<file path="config.mk">
export PLATFORM = sky130hd
export DESIGN_NAME = lcd_pwrseq
export DESIGN_NICKNAME = d
export VERILOG_FILES = /design/src/rtl/lcd_pwrseq_pkg.sv /design/src/rtl/lcd_pwrseq_sync.sv /design/src/rtl/lcd_pwrseq_cfg.sv /design/src/rtl/lcd_pwrseq_fsm.sv /design/src/rtl/lcd_pwrseq.sv
export SDC_FILE = /design/constraint.sdc
export NUM_CORES = 1
export LEC_CHECK = 0
export CAP_MARGIN = 5
export CORE_ASPECT_RATIO = 1.4
export CORE_MARGIN = 2
export CORE_UTILIZATION = 40
export CTS_CLUSTER_SIZE = 28
export DETAILED_ROUTE_END_ITERATION = 10
export GPL_TIMING_DRIVEN = 0
export PLACE_DENSITY_LB_ADDON = 0.12
export SLEW_MARGIN = 20
export SYNTH_ARGS = -nofsm -noshare
export SYNTH_HDL_FRONTEND = slang
export SYNTH_SLANG_ARGS = --single-unit
</file>
<file path="constraint.sdc">
create_clock -name clk -period 2.6 [get_ports clk]
set_input_delay 0.52 -clock clk [delete_from_list [all_inputs] [get_ports clk]]
set_output_delay 0.52 -clock clk [all_outputs]
set_load 0.1 [all_outputs]
</file>
<file path="src/rtl/lcd_pwrseq_pkg.sv">
package lcd_pwrseq_pkg;

    typedef enum logic [2:0] {
        ST_OFF       = 3'd0,
        ST_SIG_UP    = 3'd1,
        ST_ON        = 3'd2,
        ST_PWR_DOWN  = 3'd3,
        ST_DISCHARGE = 3'd4
    } seq_state_e;

    typedef struct packed {
        logic       ovr;
        logic       hw_en;
        logic [1:0] sw;
    } cfg_t;

    localparam int CFG_W = $bits(cfg_t);
    localparam cfg_t CFG_RST = '{ovr: 1'b0, hw_en: 1'b0, sw: 2'b11};
    localparam logic [1:0] SW_SAVE = 2'b00;

endpackage

</file>
<file path="src/rtl/lcd_pwrseq_sync.sv">
module lcd_pwrseq_sync #(
    parameter int STAGES = 2
) (
    input  logic clk,
    input  logic rst_n,
    input  logic din,
    output logic dout
);
    logic [STAGES-1:0] chain_d, chain_q;

    always_comb begin
        chain_d = {chain_q[STAGES-2:0], din};
    end

    always_ff @(posedge clk or negedge rst_n) begin
        if (!rst_n) chain_q <= '0;
        else        chain_q <= chain_d;
    end

    assign dout = chain_q[STAGES-1];
endmodule

</file>
<file path="src/rtl/lcd_pwrseq_cfg.sv">
module lcd_pwrseq_cfg
    import lcd_pwrseq_pkg::*;
(
    input  logic             clk,
    input  logic             rst_n,
    input  logic             we,
    input  logic [CFG_W-1:0] wdata,
    input  logic             pin_sync,
    output logic [CFG_W-1:0] rdata,
    output logic             ps_req,
    output logic             ovr_req
);
    cfg_t cfg_d, cfg_q;

    always_comb begin
        cfg_d = cfg_q;
        if (we) cfg_d = cfg_t'(wdata);
    end

    always_ff @(posedge clk or negedge rst_n) begin
        if (!rst_n) cfg_q <= CFG_RST;
        else        cfg_q <= cfg_d;
    end

    always_comb begin
        ps_req  = (cfg_q.sw == SW_SAVE) | (cfg_q.hw_en & pin_sync);
        ovr_req = cfg_q.ovr;
        rdata   = cfg_q;
    end
endmodule

</file>
<file path="src/rtl/lcd_pwrseq_fsm.sv">
module lcd_pwrseq_fsm
    import lcd_pwrseq_pkg::*;
#(
    parameter int DISCHARGE_FRAMES = 128
) (
    input  logic clk,
    input  logic rst_n,
    input  logic frame_pulse,
    input  logic ps_req,
    input  logic ovr_req,
    output logic pwr_en,
    output logic sig_en,
    output logic in_ps
);
    localparam int CNT_W = $clog2(DISCHARGE_FRAMES);
    localparam logic [CNT_W-1:0] CNT_LAST = CNT_W'(DISCHARGE_FRAMES - 1);
    localparam logic [CNT_W-1:0] CNT_ONE  = CNT_W'(1);

    typedef struct packed {
        seq_state_e       state;
        logic [CNT_W-1:0] cnt;
        logic             ovr;
    } seq_t;

    seq_t r_d, r_q;

    always_comb begin
        r_d = r_q;
        // the override is taken only on frame boundaries
        if (frame_pulse) r_d.ovr = ovr_req;
        unique case (r_q.state)
            ST_OFF: begin
                if (frame_pulse && !ps_req) r_d.state = ST_SIG_UP;
            end
            ST_SIG_UP: begin
                if (ps_req) begin
                    // supply is already off: go straight to counting
                    r_d.state = ST_DISCHARGE;
                    r_d.cnt   = frame_pulse ? CNT_ONE : '0;
                end else if (frame_pulse) begin
                    r_d.state = ST_ON;
                end
            end
            ST_ON: begin
                if (ps_req) r_d.state = ST_PWR_DOWN;
            end
            ST_PWR_DOWN: begin
                if (!ps_req) begin
                    r_d.state = ST_ON;
                end else if (frame_pulse) begin
                    r_d.state = ST_DISCHARGE;
                    r_d.cnt   = CNT_ONE;
                end
            end
            ST_DISCHARGE: begin
                if (!ps_req) begin
                    r_d.state = ST_SIG_UP;
                    r_d.cnt   = '0;
                end else if (frame_pulse) begin
                    if (r_q.cnt == CNT_LAST) begin
                        r_d.state = ST_OFF;
                        r_d.cnt   = '0;
                    end else begin
                        r_d.cnt = r_q.cnt + CNT_ONE;
                    end
                end
            end
            default: begin
                r_d.state = ST_OFF;
                r_d.cnt   = '0;
            end
        endcase
    end

    always_ff @(posedge clk or negedge rst_n) begin
        if (!rst_n) begin
            r_q.state <= ST_OFF;
            r_q.cnt   <= '0;
            r_q.ovr   <= 1'b0;
        end else begin
            r_q <= r_d;
        end
    end

    always_comb begin
        sig_en = (r_q.state != ST_OFF);
        pwr_en = ((r_q.state == ST_ON) || (r_q.state == ST_PWR_DOWN)) && !r_q.ovr;
        in_ps  = (r_q.state == ST_OFF) || (r_q.state == ST_PWR_DOWN) ||
                 (r_q.state == ST_DISCHARGE);
    end
endmodule

</file>
<file path="src/rtl/lcd_pwrseq.sv">
module lcd_pwrseq
    import lcd_pwrseq_pkg::*;
#(
    parameter int DISCHARGE_FRAMES = 128,
    parameter int SYNC_STAGES      = 2
) (
    input  logic             clk,
    input  logic             rst_n,
    input  logic             frame_pulse,
    input  logic             reg_we,
    input  logic [CFG_W-1:0] reg_wdata,
    output logic [CFG_W-1:0] reg_rdata,
    input  logic             hw_ps_pin,
    output logic             panel_pwr_en,
    output logic             panel_sig_en,
    output logic             in_powersave
);
    logic pin_sync;
    logic ps_req;
    logic ovr_req;

    lcd_pwrseq_sync #(.STAGES(SYNC_STAGES)) u_sync (
        .clk   (clk),
        .rst_n (rst_n),
        .din   (hw_ps_pin),
        .dout  (pin_sync)
    );

    lcd_pwrseq_cfg u_cfg (
        .clk      (clk),
        .rst_n    (rst_n),
        .we       (reg_we),
        .wdata    (reg_wdata),
        .pin_sync (pin_sync),
        .rdata    (reg_rdata),
        .ps_req   (ps_req),
        .ovr_req  (ovr_req)
    );

    lcd_pwrseq_fsm #(.DISCHARGE_FRAMES(DISCHARGE_FRAMES)) u_fsm (
        .clk         (clk),
        .rst_n       (rst_n),
        .frame_pulse (frame_pulse),
        .ps_req      (ps_req),
        .ovr_req     (ovr_req),
        .pwr_en      (panel_pwr_en),
        .sig_en      (panel_sig_en),
        .in_ps       (in_powersave)
    );
endmodule

</file>
======== After elaboration in Yosys (flattened, before gate mapping) ========
Index checks and enable logic that the tools add are counted.
storage, ports and cells
  bits in registers ....................... 17
  input bits .............................. 9
  output and inout bits ................... 7
  logic and storage cells ................. 53
operators by class
  add/subtract/negate cells ............... 1
  eq/ne operators ......................... 14
  multiplexer cells ....................... 15
  bitwise gates (word level) .............. 3
  reduce and logical (&&, ||, !) cells .... 13
operator list
  operator                                                                 number
  10-bit two-way mux                                                       3
  7-bit one-hot mux with 4 select lines                                    1
  7-bit two-way mux                                                        3
  3-bit two-way mux                                                        6
  3-bit one-hot mux with 5 select lines                                    1
  3-bit inequality test, second input constant                             3
  2-bit by 1-bit inequality test with 1-bit output, second input constant  4
  7-bit by 1-bit adder with 7-bit output, second input constant            1
  7-bit == test, second input constant                                     1
  3-bit by 2-bit == test with 1-bit output, second input constant          2
  6-bit AND reduction                                                      1
  5-bit AND reduction                                                      1
  3-bit by 1-bit == test with 1-bit output, second input constant          1
  3-bit == test, second input constant                                     1
  3-bit logical NOT                                                        1
  1-bit logical OR                                                         3
  3-bit by 2-bit inequality test with 1-bit output, second input constant  1
  3-bit nonzero test                                                       1
  1-bit logical AND                                                        2
  1-bit logical NOT                                                        2
  2-bit logical NOT                                                        1
  2-bit inequality test, second input constant                             1
  2-bit OR reduction                                                       1
  1-bit AND                                                                1
  other kinds (3)                                                          3

======== Depth between registers and ports, before layout ========
  depth after elaboration ................. 6
  gate-level depth with buffers ........... 6
  depth with buffers taken out ............ 5

======== Cells and area by module ========
A second synthesis with hierarchy kept.
second synthesis, totals
  cell total of the unflattened synthesis .. 89
  area total of the unflattened synthesis .. 912.1 um^2
modules (own cells, without submodules)
  module           times used  cells an instance  area each (um^2)  sequential area each (um^2)
  lcd_pwrseq_fsm   1           77                 698.2             275.3
  lcd_pwrseq_cfg   1           10                 163.9             102.6
  lcd_pwrseq_sync  1           2                  50.0              50.0

======== Least setup slack after synthesis ========
OpenSTA, ideal clock, no wires.
  kind .................................... register to output
  start point ............................. register u_fsm.r_q[10] (netlist bit)
  end point ............................... output port panel_pwr_en
  arrival time ............................ 2.852 ns
  required time ........................... 2.080 ns
  slack ................................... -0.772 ns
  stages on the path, launching flop included .. 3
  buffers on the path ..................... 1
  cell sequence ........................... dfrtp_1 clkbuf_1 nor3b_1
between the ends
  cells in the longest elaborated chain, start to end .. 3
  elaborated cells between the ends (all ways) .. 4
  classes of those cells .................. 2 x eq/ne; 2 x reduce/logical
RTL lines
  element                                   RTL line              text
  start: declaration                        lcd_pwrseq_fsm.sv:25  seq_t r_d, r_q;
  start signal: assignment                  lcd_pwrseq_fsm.sv:81  r_q <= r_d;
  3-bit by 2-bit == test with 1-bit output  lcd_pwrseq_fsm.sv:87  pwr_en = ((r_q.state == ST_ON) || (r_q.state == ST_PWR_DOWN)) && !r_q.ovr;
  1-bit logical OR (*)                      lcd_pwrseq_fsm.sv:87
  1-bit logical AND (*)                     lcd_pwrseq_fsm.sv:87
  end: declaration                          lcd_pwrseq.sv:14      output logic panel_pwr_en,
Every way passes the cells marked *; elsewhere a longest branch is shown, timed or not.

======== Worst setup path after layout ========
  start point ............................. register u_cfg.cfg_q (netlist bit u_cfg.rdata[0])
  end point ............................... output port reg_rdata[0]
RTL lines
  element                   RTL line              text
  start: declaration        lcd_pwrseq_cfg.sv:13  cfg_t cfg_d, cfg_q;
  start signal: assignment  lcd_pwrseq_cfg.sv:22  else cfg_q <= cfg_d;
  end: declaration          lcd_pwrseq.sv:12      output logic [CFG_W-1:0] reg_rdata,
No word-level cell between the ends.

==> impl_metrics.env <==
export IMPL_cp_slowest_stage_delay_ps=1150
export IMPL_cts_tree="yes"
export IMPL_netlist_cell_type_count=37
export IMPL_layout_setup_ws_ps=33.60
export IMPL_synth_seq_cells=17
export IMPL_hold_class="flip-flop to flip-flop"
export IMPL_hold_buffers=0
export IMPL_core_area_mm2=0.002177
export IMPL_slew_headroom_pct=35.16
export IMPL_post_place_ws_ps=-7.782
export IMPL_start_util_pct=42.53
export IMPL_maxCapViolCount=0
export IMPL_dpl_hpwl_mm=1.373
export IMPL_antenna_found_initial=0
export IMPL_post_cts_setup_buffers=0
export IMPL_p_per_area_mw_per_mm2=986.7
export IMPL_nFillCells=202
export IMPL_crit_type="flip-flop to output port"
export IMPL_synth_top_cell_by_area="dfrtp_1"
export IMPL_yosysWarnings=0
export IMPL_status="complete, no violations"
export IMPL_cts_sinks=17
export IMPL_io_pins=16
export IMPL_vias=743
export IMPL_synth_area_per_cell_um2=10.77
export IMPL_netlist_area_um2=925.9
export IMPL_max_freq_mhz=389.7
export IMPL_whs_endpoint="u_sync.chain_q[1]"
export IMPL_hp_start="u_sync.chain_q[0]"
export IMPL_endpoint_kind="output port"
export IMPL_rsz0062_at_grt="false"
export IMPL_grt_util_all_layers_pct=16.97
export IMPL_areaGrowthSynthToFinish_pct=21.62
export IMPL_cts_buffer_depth=2
export IMPL_hold_slack_ps=363.3
export IMPL_tns_ps=0
export IMPL_drive_above_1_share_pct=23.08
export IMPL_worst_pin_slew_ps=969.6
export IMPL_synthTopCellsByCount="dfrtp_1 (15), o21ai_0 (6), mux2_2 (5), nand3_1 (5)"
export IMPL_finalSetupViolCount=0
export IMPL_io_buffers=14
export IMPL_dieHeight_um=60.93
export IMPL_slew_violations=0
export IMPL_yosys_area_top_type_share_pct=40.54
export IMPL_wirelength_mm=1.908
export IMPL_synth_edff_count=0
export IMPL_post_drt_wl_per_cell_um=15.14
export IMPL_die_area_mm2=0.002721
export IMPL_ant_nets=0
export IMPL_cts_htree_levels=1
export IMPL_fin_nets=115
export IMPL_grt_max_degree=18
export IMPL_skew_ps=1.142
export IMPL_grt_pass1_vias=773
export IMPL_ys_seq_area_share_pct=46.22
export IMPL_fin_cells=126
export IMPL_reg2reg_to="u_fsm.r_q[1]"
export IMPL_synthArstFlopShare_pct=100.0
export IMPL_grt_ovfl_total=0
export IMPL_vdd_drop_max_uv=943.0
export IMPL_cp_num_buf_inv=1
export IMPL_numCtsBuffers=3
export IMPL_rows=20
export IMPL_hold_depth=0
export IMPL_fin_crit_sh_pct=98.71
export IMPL_crit_slowest_cell="clkdlybuf4s50_1"
export IMPL_place_inst=122
export IMPL_synthFlopType="dfrtp_1"
export IMPL_r2r_slack_ps=880
export IMPL_vias_per_cell=5.897
export IMPL_clk_pin_slew_ps=100
export IMPL_clk_latency_ps=290
export IMPL_startpoint_type="flip-flop"
export IMPL_synthCells=86
export IMPL_hold_violations=0
export IMPL_post_cts_resized=8
export IMPL_worstPathArrival_ps=2050
export IMPL_yosysMostFrequentCell="dfrtp_1"
export IMPL_drtIter0Drc=13
export IMPL_layout_min_cycle_time_ps=2566
export IMPL_drc=0
export IMPL_antennaDiodeCount=0
export IMPL_cp_data_required_time_ps=2080
export IMPL_path_max_fanout=4
export IMPL_dr_pass1_iters=4
export IMPL_timing_critical_path_from="u_cfg.rdata[0]"
export IMPL_gp_congestion=0.8122
export IMPL_grt_first_pass_wirelength_mm=3.374
export IMPL_die_w_um=44.66
export IMPL_leakage_nw=0.4898
export IMPL_synth_area_leaders="dfrtp_1 (41%), mux2_2 (6.1%), dfstp_2 (5.7%)"
export IMPL_reg2reg_depth=4
export IMPL_cts_root_buf="clkbuf_4"
export IMPL_syn_nets=96
export IMPL_cpLargestDelayFamily="buffers and inverters"
export IMPL_r2r_start="u_cfg.rdata[1]"
export IMPL_crit_path_cell_trace="clkdlybuf4s50_1"
[routing by layer]
layer	global-route usage, %	share of wire, %	vias to the layer above
met5	0	0	-
met4	9.524	1.9	0
met3	2.381	3.0	4
met2	29.40	52	12
met1	19.70	43	362
li1	-	-	365
[cell usage in the layout, fill, tap and decap left out, drive strengths merged, types with 3 or more instances in the layout]
cell and count:
clkdlybuf4s50 10, buf 3, nor2 3, o31ai 3
a21oi 3, dfrtp 15, nand3 5, mux2 5
a211o 3, clkbuf 7, nor3 4, nand2 4
o21ai 6, and3 3
[sequential cells by signal, indices dropped and copies added (netlist names)]
signal and count:
u_cfg.ovr_req 1, u_cfg.rdata 3, u_fsm.r_q 11, u_sync.chain_q 2
[cell families after synthesis]
group,after synthesis,share of synthesized area (%)
AND/OR/NAND/NOR,31,19.60
AO/OA/AOI/OAI,25,23.24
flip-flops,17,46.22
buffers and inverters,7,3.513
adder cells (fa/ha/maj),1,1.351
multiplexers,5,6.081
[worst max path at each step]
stage	to	slack [ps]	depth (start not counted)
3_5_place_dp	in_powersave	-8	4
3_3_place_gp	panel_sig_en	-10	3
2_1_floorplan	in_powersave	180	2
5_1_grt	reg_rdata[0]	1	1
6_report	reg_rdata[0]	30	1
4_1_cts	panel_pwr_en	0.09	3
[stage by stage]
| step | cell area [um^2] | utilization [%] | power [mW] |
|---|---|---|---|
| 6_report | 1126 | 51.72 | 1.111 |
| 5_1_grt | 1126 | 51.72 | 1.171 |
| 4_1_cts | 1129 | 51.84 | 1.119 |
| 3_5_place_dp | 1099 | 50.46 | 0.9817 |
| 3_3_place_gp | 1099 | 50.46 | 0.9781 |
| 2_1_floorplan | 930.9 | - | 0.8454 |
[power breakdown]
part / switching [mW] / internal (mW)
combinational: 0.436 / 0.183
sequential: 0.0394 / 0.306
clock: 0.0895 / 0.0573
[layout make-up]
| cell class | instances | area (um^2) | area share, % |
|---|---|---|---|
| clock inverters | 1 | 5.005 | 0.4444 |
| plain buffers | 6 | 28.78 | 2.556 |
| clock buffers | 3 | 22.52 | 2.000 |
| well taps | 22 | 27.53 | 2.444 |
| repair buffers | 14 | 140.1 | 12.44 |
| flip-flops and latches | 17 | 427.9 | 38.00 |
| multi-input cells | 62 | 470.5 | 41.78 |
| inverters | 1 | 3.754 | 0.3333 |
Note: power is estimated with default switching activity, not from simulation.
